### src/rtl/wdt_once_pkg.sv
package wdt_once_pkg;

   localparam int RELOAD_W = 12;
   localparam int CFG_W    = 16;
   localparam int DATA_W   = 32;

   // Field layout of the setting word; software encodes to these positions.
   typedef struct packed {
      logic [1:0]          mode;      // [15:14]
      logic                run_en;    // [13]
      logic                slow_sel;  // [12]
      logic [RELOAD_W-1:0] reload;    // [11:0]
   } wdt_cfg_t;

endpackage

### src/rtl/wdt_reg_lock.sv
module wdt_reg_lock
   import wdt_once_pkg::*;
#(
   parameter int ADDR_W     = 8,
   parameter int REG_OFFSET = 0
) (
   input  logic                clk,
   input  logic                rst_n,
   input  logic                valid,
   input  logic                write,
   input  logic [ADDR_W-1:0]   addr,
   input  logic [DATA_W-1:0]   wdata,
   output wdt_cfg_t            cfg_q,
   output logic                cfg_done,
   output logic                load,
   output logic [RELOAD_W-1:0] load_val,
   output logic                load_run,
   output logic [DATA_W-1:0]   rdata
);

   localparam logic [ADDR_W-1:0] OFS = ADDR_W'(REG_OFFSET);
   localparam int PAD_W = DATA_W - CFG_W - 1;

   wdt_cfg_t new_cfg;
   logic     sel;
   logic     unused_wdata_hi;

   assign new_cfg         = wdt_cfg_t'(wdata[CFG_W-1:0]);
   assign unused_wdata_hi = ^wdata[DATA_W-1:CFG_W];
   assign sel             = (addr == OFS);
   assign load            = valid && write && sel;

   always_ff @(posedge clk) begin
      if (!rst_n) begin
         cfg_q    <= '0;
         cfg_done <= 1'b0;
      end else if (load && !cfg_done) begin
         cfg_q    <= new_cfg;
         cfg_done <= 1'b1;
      end
   end

   // First write takes its own data; later writes use the locked copy.
   assign load_val = cfg_done ? cfg_q.reload : new_cfg.reload;
   assign load_run = cfg_done ? cfg_q.run_en : new_cfg.run_en;

   assign rdata = sel ? {cfg_done, {PAD_W{1'b0}}, cfg_q} : '0;

endmodule

### src/rtl/wdt_tick_gen.sv
module wdt_tick_gen #(
   parameter int PRESCALE_DIV  = 16384,
   parameter bit HAS_PRESCALER = 1'b1
) (
   input  logic clk,
   input  logic rst_n,
   input  logic restart,
   input  logic slow_sel,
   output logic dec_tick
);

   logic ph_q;

   always_ff @(posedge clk) begin
      if (!rst_n || restart) ph_q <= 1'b0;
      else                   ph_q <= ~ph_q;
   end

   generate
      if (HAS_PRESCALER) begin : g_pre
         if (PRESCALE_DIV < 2) begin : g_bad_div
            $error("wdt_tick_gen: PRESCALE_DIV must be at least 2");
         end
         localparam int PW = $clog2(PRESCALE_DIV);
         localparam logic [PW-1:0] LAST = PW'(PRESCALE_DIV - 1);
         logic [PW-1:0] pre_q;

         always_ff @(posedge clk) begin
            if (!rst_n || restart) pre_q <= '0;
            else if (ph_q)         pre_q <= (pre_q == LAST) ? '0 : pre_q + 1'b1;
         end

         assign dec_tick = ph_q && (!slow_sel || (pre_q == LAST));
      end else begin : g_nopre
         logic unused_sel;
         assign unused_sel = slow_sel;
         assign dec_tick   = ph_q;
      end
   endgenerate

endmodule

### src/rtl/wdt_down_counter.sv
module wdt_down_counter #(
   parameter int CNT_W = 12
) (
   input  logic             clk,
   input  logic             rst_n,
   input  logic             load,
   input  logic [CNT_W-1:0] load_val,
   input  logic             load_run,
   input  logic             dec_tick,
   output logic [CNT_W-1:0] cnt_q,
   output logic             running_q,
   output logic             expired_q
);

   always_ff @(posedge clk) begin
      if (!rst_n) begin
         cnt_q     <= '0;
         running_q <= 1'b0;
         expired_q <= 1'b0;
      end else if (load) begin
         cnt_q     <= load_val;
         running_q <= load_run;
      end else if (running_q && dec_tick) begin
         if (cnt_q == '0) begin
            running_q <= 1'b0;
            expired_q <= 1'b1;
         end else begin
            cnt_q <= cnt_q - 1'b1;
         end
      end
   end

endmodule

### src/rtl/keepalive_wdt.sv
module keepalive_wdt
   import wdt_once_pkg::*;
#(
   parameter int ADDR_W        = 8,
   parameter int REG_OFFSET    = 0,
   parameter int PRESCALE_DIV  = 16384,
   parameter bit HAS_PRESCALER = 1'b1
) (
   input  logic              clk,
   input  logic              rst_n,
   input  logic              bus_valid,
   input  logic              bus_write,
   input  logic [ADDR_W-1:0] bus_addr,
   input  logic [31:0]       bus_wdata,
   output logic [31:0]       bus_rdata,
   output logic              irq_out
);

   if (ADDR_W < 2) begin : g_bad_addr_w
      $error("keepalive_wdt: ADDR_W must be at least 2");
   end
   if ((REG_OFFSET % 4) != 0 || REG_OFFSET >= (1 << ADDR_W)) begin : g_bad_ofs
      $error("keepalive_wdt: REG_OFFSET must be word aligned and in range");
   end

   wdt_cfg_t            cfg_q;
   logic [CFG_W-1:0]    cfg_bits;
   logic                cfg_done;
   logic                wr_hit;
   logic [RELOAD_W-1:0] load_val;
   logic                load_run;
   logic                dec_tick;
   logic [RELOAD_W-1:0] cnt_q;
   logic                running_q;

   assign cfg_bits = cfg_q;

   wdt_reg_lock #(.ADDR_W(ADDR_W), .REG_OFFSET(REG_OFFSET)) u_reg (
      .clk(clk), .rst_n(rst_n), .valid(bus_valid), .write(bus_write),
      .addr(bus_addr), .wdata(bus_wdata), .cfg_q(cfg_q), .cfg_done(cfg_done),
      .load(wr_hit), .load_val(load_val), .load_run(load_run), .rdata(bus_rdata)
   );

   wdt_tick_gen #(.PRESCALE_DIV(PRESCALE_DIV), .HAS_PRESCALER(HAS_PRESCALER)) u_tick (
      .clk(clk), .rst_n(rst_n), .restart(wr_hit), .slow_sel(cfg_q.slow_sel),
      .dec_tick(dec_tick)
   );

   wdt_down_counter #(.CNT_W(RELOAD_W)) u_cnt (
      .clk(clk), .rst_n(rst_n), .load(wr_hit), .load_val(load_val),
      .load_run(load_run), .dec_tick(dec_tick), .cnt_q(cnt_q),
      .running_q(running_q), .expired_q(irq_out)
   );

endmodule

### config.mk
export PLATFORM = sky130hd
export DESIGN_NAME = keepalive_wdt
export DESIGN_NICKNAME = d
export VERILOG_FILES = /design/src/rtl/wdt_once_pkg.sv /design/src/rtl/wdt_reg_lock.sv /design/src/rtl/wdt_tick_gen.sv /design/src/rtl/wdt_down_counter.sv /design/src/rtl/keepalive_wdt.sv
export SDC_FILE = /design/constraint.sdc
export NUM_CORES = 1
export LEC_CHECK = 0
export BUFFER_PORTS_ARGS = -buffer_cell sky130_fd_sc_hd__buf_2
export CELL_PAD_IN_SITES_DETAIL_PLACEMENT = 2
export CELL_PAD_IN_SITES_GLOBAL_PLACEMENT = 2
export CORE_MARGIN = 5
export CORE_UTILIZATION = 32
export CTS_CLUSTER_SIZE = 30
export DETAILED_ROUTE_END_ITERATION = 16
export PLACE_DENSITY_LB_ADDON = 0.08
export SLEW_MARGIN = 15
export SYNTH_ARGS = -nofsm -noshare
export SYNTH_HDL_FRONTEND = slang
export SYNTH_HIERARCHICAL = 1
export SYNTH_SLANG_ARGS = --single-unit
### constraint.sdc
create_clock -name clk -period 6.6 [get_ports clk]
set_input_delay 0.66 -clock clk [delete_from_list [all_inputs] [get_ports clk]]
set_output_delay 0.66 -clock clk [all_outputs]
set_load 0.05 [all_outputs]
---- Yosys cells after proc, flatten, opt, wreduce, memory -nomap -nowiden ----
Cells that the tools add are included.
word-level totals
  word-level logic and storage cells ...... 43
  input bits .............................. 44
  output and inout port bits .............. 33
  register bits ........................... 46
operators by class
  eq/ne operators ......................... 2
  $add $sub $neg .......................... 2
  muxes and demuxes ....................... 10
  reduce and logical (&&, ||, !) cells .... 17
  bitwise gates (word level) .............. 2
operators with widths
  operator                                                               count
  12-bit two-way mux                                                     4
  32-bit two-way mux                                                     1
  14-bit by 1-bit adder with 14-bit output (second input constant)       1
  14-bit equality test (second input constant)                           1
  14-bit two-way mux                                                     1
  12-bit logical NOT                                                     1
  12-bit by 1-bit subtractor with 12-bit output (second input constant)  1
  8-bit logical NOT                                                      1
  1-bit logical AND                                                      5
  1-bit two-way mux                                                      4
  2-bit AND reduction                                                    2
  2-bit nonzero test                                                     2
  1-bit logical NOT                                                      3
  3-bit AND reduction                                                    1
  1-bit logical OR                                                       2
  2-bit != test (second input constant)                                  1
  1-bit inverter                                                         2

---- Depth between registers and ports, before layout ----
  word-level depth ........................ 6
  gate-level depth with buffers ........... 10
  depth with buffers taken out ............ 8

---- Cells and area by module ----
Netlist, hierarchy kept.
by module, submodules not included
  module            area each (um^2)  times used  cells each
  wdt_reg_lock      1091.0            1           126
  wdt_down_counter  905.9             1           112
  wdt_tick_gen      706.9             1           80

---- Least setup slack after synthesis ----
Ideal clock, no wire load.
  path kind ............................... input -> output
  start point ............................. input port bus_addr[7]
  end point ............................... output port bus_rdata[10]
  buffers on the path ..................... 1
  path slack .............................. 3.810 ns
  arrival time ............................ 2.130 ns
  stages .................................. 4
  data required time ...................... 5.940 ns
  cell sequence ........................... or4_4 -> nor2_1 -> clkbuf_1 -> and2_1
between the ends
  longest elaborated chain between the ends .. 2
ends and longest elaborated chain
  item                RTL line             source
  from (decl)         keepalive_wdt.sv:13  input logic [ADDR_W-1:0] bus_addr,
  8-bit logical NOT   wdt_reg_lock.sv:30   assign sel = (addr == OFS);
  32-bit two-way mux  wdt_reg_lock.sv:47   assign rdata = sel ? {cfg_done, {PAD_W{1'b0}}, cfg_q} : '0;
  to (decl)           keepalive_wdt.sv:15  output logic [31:0] bus_rdata,
No other way between the ends.

---- Worst setup path after layout ----
Ends and elaborated chain as after synthesis.

==> summary.md <==
| Metric | Value |
|---|---|
| Cts repair resizes | `0` |
| Status | `finished, final reports clean` |
| Crit path capture type | `primary output` |
| DRT Wirelength | `around 7400 um` |
| PortBufs | `45` |
| Layout Nets | `~400` |
| Slowest stage cell on the critical path | `nor2_1` |
| Post-Place Cell Area | `2930 um2` |
| CTS sink count | `46` |
| DRC | `0` |
| Async set-reset flop share out of synthesis | `0%` |
| Post-synth top area share | `between 30% and 40%` |
| CP bufs+invs | `2` |
| CP Cell Sequence | `buf_2 -> or4_4 -> nor2_1 -> and2_1 -> buf_2` |
| Filler cells | `about 1000` |
| DR vias/cell | `about 5.1` |
| Worst-skew pair later-pin latency | `310 ps` |
| Top fanout value on the critical path | `17` |
| FF+latch count, synth | `between 40 and 50` |
| Initial antenna violation count | `0` |
| Clk buf depth | `2` |
| Area grow syn2layout | `12.6%` |
| Commonest cells in the netlist | `dfxtp_1, nand2_1, nor2_1, and2_1, mux2i_1` |
| Gr ovfl total | `0` |
| Diode count | `0` |
| Flop pwr share | `around half` |
| CP arrival | `2540 ps` |
| Synth cell types | `47` |
| Die area | `about 10000 um2` |
| Post-route cell area | `roughly 3000 um2` |
| Io pins | `77` |
| TritonCTS clock tree | `yes` |
| Crit Path Class | `in2out` |
| CTS Hold Bufs | `0` |
| Final worst-path cycle share | `between 40% and 50%` |
| CTS clk-pin slew, worst paths | `90 ps` |
| Internal power | `about 400 uW` |
| Ys Warns | `6` |
| CP peak stage delay | `a little over 700 ps` |
| DR vias | `2351` |
| Final Hold Fails | `0` |
| Die Y | `102 um` |
| Comb pwr share | `around 8.7%` |
| Post-DP HPWL | `5370 um` |
| RSZ-0062 raised after global routing | `no` |
| Largest cells by area after synthesis | `dfxtp_1, mux2i_1, nand2_1` |
| Final hold slack | `about 470 ps` |
| Critical Path RT | `roughly 6000 ps` |
| Post-Synthesis Cells | `approximately 320` |
| Fin Setup TNS | `0 ps` |
| Finish-stage setup viols | `0` |
| Final Max Tran Viols | `0` |
| EDFF count, synth | `0` |
| Cts bufs inserted | `5` |
| Root Buffer | `clkbuf_8` |
| Starting Density | `32.9%` |
| Minimum clock period | `around 3200 ps` |
| Sw power | `around 140 uW` |
| Kind of cell adding the most delay to the critical path | `simple AND/OR/NAND/NOR gates` |
| Worst Tran Pin Value | `886 ps` |
| Share of cells above drive strength 1 | `23.4%` |
| Die Wd | `102 um` |
| Largest area contributor in the netlist | `dfxtp_1` |
| Routed len/inst | `16.2 um` |
| Core Rows | `33` |
| Clock skew | `about 13 ps` |
| Worst VDD drop | `roughly 0.09 mV` |
| Max Cap Viol | `0` |
| Hold Crit Class | `reg2reg` |
| Vias in the first global route | `approximately 2600` |
| Worst slew margin | `~40%` |
| Cell area after synthesis | `2700 um2` |
| Core area | `approximately 8000 um2` |
| Net Sw Frac | `between 20% and 30%` |
| Cell Pwr Density | `roughly 180 nW/um2` |
| Top FF cell, synth | `dfxtp_1` |
| Pin count of the biggest net entering global routing | `42` |
| Most Frequent Cell on Critical Path | `buf_2` |
| Clock power frac | `40.0%` |
| Startpoint Class | `primary input` |
| Syn avg cell area | `~8.5 um2` |
| Fmax | `between 0.3 and 0.4 GHz` |
| Gr usage total | `15.1%` |
| Post-CTS Setup Inserts | `0` |
| FF-to-FF setup slack | `about 4000 ps` |
| Drt pass-1 iters | `4` |
| Sequential share of the synthesized area | `about a third` |
| DRT antenna net count | `0` |
| Leakage | `between 0.001 and 0.0015 uW` |
| Htree depth | `2` |
| First-pass GRT wire length | `12700 um` |
| Initial DRC Count | `between 60 and 70` |
| Gpl congestion | `0.714` |
-- per-stage QoR --
| step | setup WS [ps] | total power [uW] | instances | utilization, % |
|---|---|---|---|---|
| after floorplan | 3810 | 329 | 332 | - |
| after global placement | 3310 | 335 | 452 | 35.7 |
| after detailed placement | 3300 | 335 | 452 | 35.7 |
| after CTS | 3300 | 559 | 460 | 37.1 |
| after global routing | 3130 | 572 | 460 | 37.1 |
| final | 3400 | 547 | 460 | 37.1 |
-- flip-flops by register name, summed over array words and instances (netlist names) --
| signal | count |
|---|---|
| u_tick/ph_q | 1 |
| u_cnt/expired_q | 1 |
| u_reg/cfg_done | 1 |
| u_tick/g_pre.pre_q | 14 |
| u_reg/cfg_q | 16 |
| u_cnt/cnt_q | 12 |
| u_cnt/running_q | 1 |
-- cell usage in the layout, fill, tap and decap left out, types with 5 or more instances in the layout --
master    netlist  final
nand3_1         7      7
mux2_2         13     13
inv_1           8      8
and2_1         19     19
nor3_1          8      7
a21oi_1        12     12
buf_2           5     45
dfxtp_1        46     46
nor2_1         23     23
conb_1          1     15
nor4_1          6      6
nand2_1        46     46
mux2i_1        18     18
nand4_1         9      9
clkbuf_8        0      5
xnor2_1         9      9
-- power groups by stage --
stage | clock (uW) | sequential [uW] | combinational, uW
2_1_floorplan | 0 | 286 | 42.5
3_3_place_gp | 0 | 288 | 47.2
3_5_place_dp | 0 | 288 | 47.8
4_1_cts | 230 | 281 | 48.0
5_1_grt | 239 | 282 | 51.6
6_report | 219 | 281 | 47.5
-- final timing paths --
path | end | depth (start not counted) | from
worst min-delay path | u_reg/cfg_q[15] | 2 | u_reg/cfg_q[15]
worst max register to register | u_cnt/cnt_q[0] | 9 | u_tick/g_pre.pre_q[0]
worst max-delay path | bus_rdata[10] | 5 | bus_addr[7]
worst min register to register | u_reg/cfg_q[15] | 2 | u_reg/cfg_q[15]
-- tightest hold or removal path, delay by kind of cell, from the launching register on --
kind	cells	cell delay, ps
mux	1	60
simple gates	1	50
flops	1	320
-- per-layer routing --
metal	vias to the layer above	GRT usage, %	part of all wire, %
met2	30	27.8	51
met1	1158	18.4	44
met4	0	3.43	0.82
li1	1157	-	-
met5	-	0	0
met3	6	2.59	3.5
-- cells by family (layout without fill, tap and decap cells) --
logic type,count (synthesis),in the layout,synth area share [%]
compound gates,44,44,11.5
xor+xnor,12,12,3.89
fa+ha+maj,3,3,1.39
buf+inv,44,67,9.39
flops,46,46,34.1
mux,31,31,12.1
other cells,1,15,0.139
simple gates,137,137,27.6
-- final cells by class --
cell class | instances | area (um2) | share of cell area (%)
Sequential cell | 46 | 921 | 30.2
Clock inverter | 3 | 45.0 | 1.48
Tap cell | 105 | 131 | 4.31
Clock buffer | 5 | 68.8 | 2.26
Timing Repair Buffer | 49 | 255 | 8.38
Multi-Input combinational cell | 242 | 1590 | 52.1
Inverter | 10 | 37.5 | 1.23
Note: power is estimated with default switching activity, not from simulation.
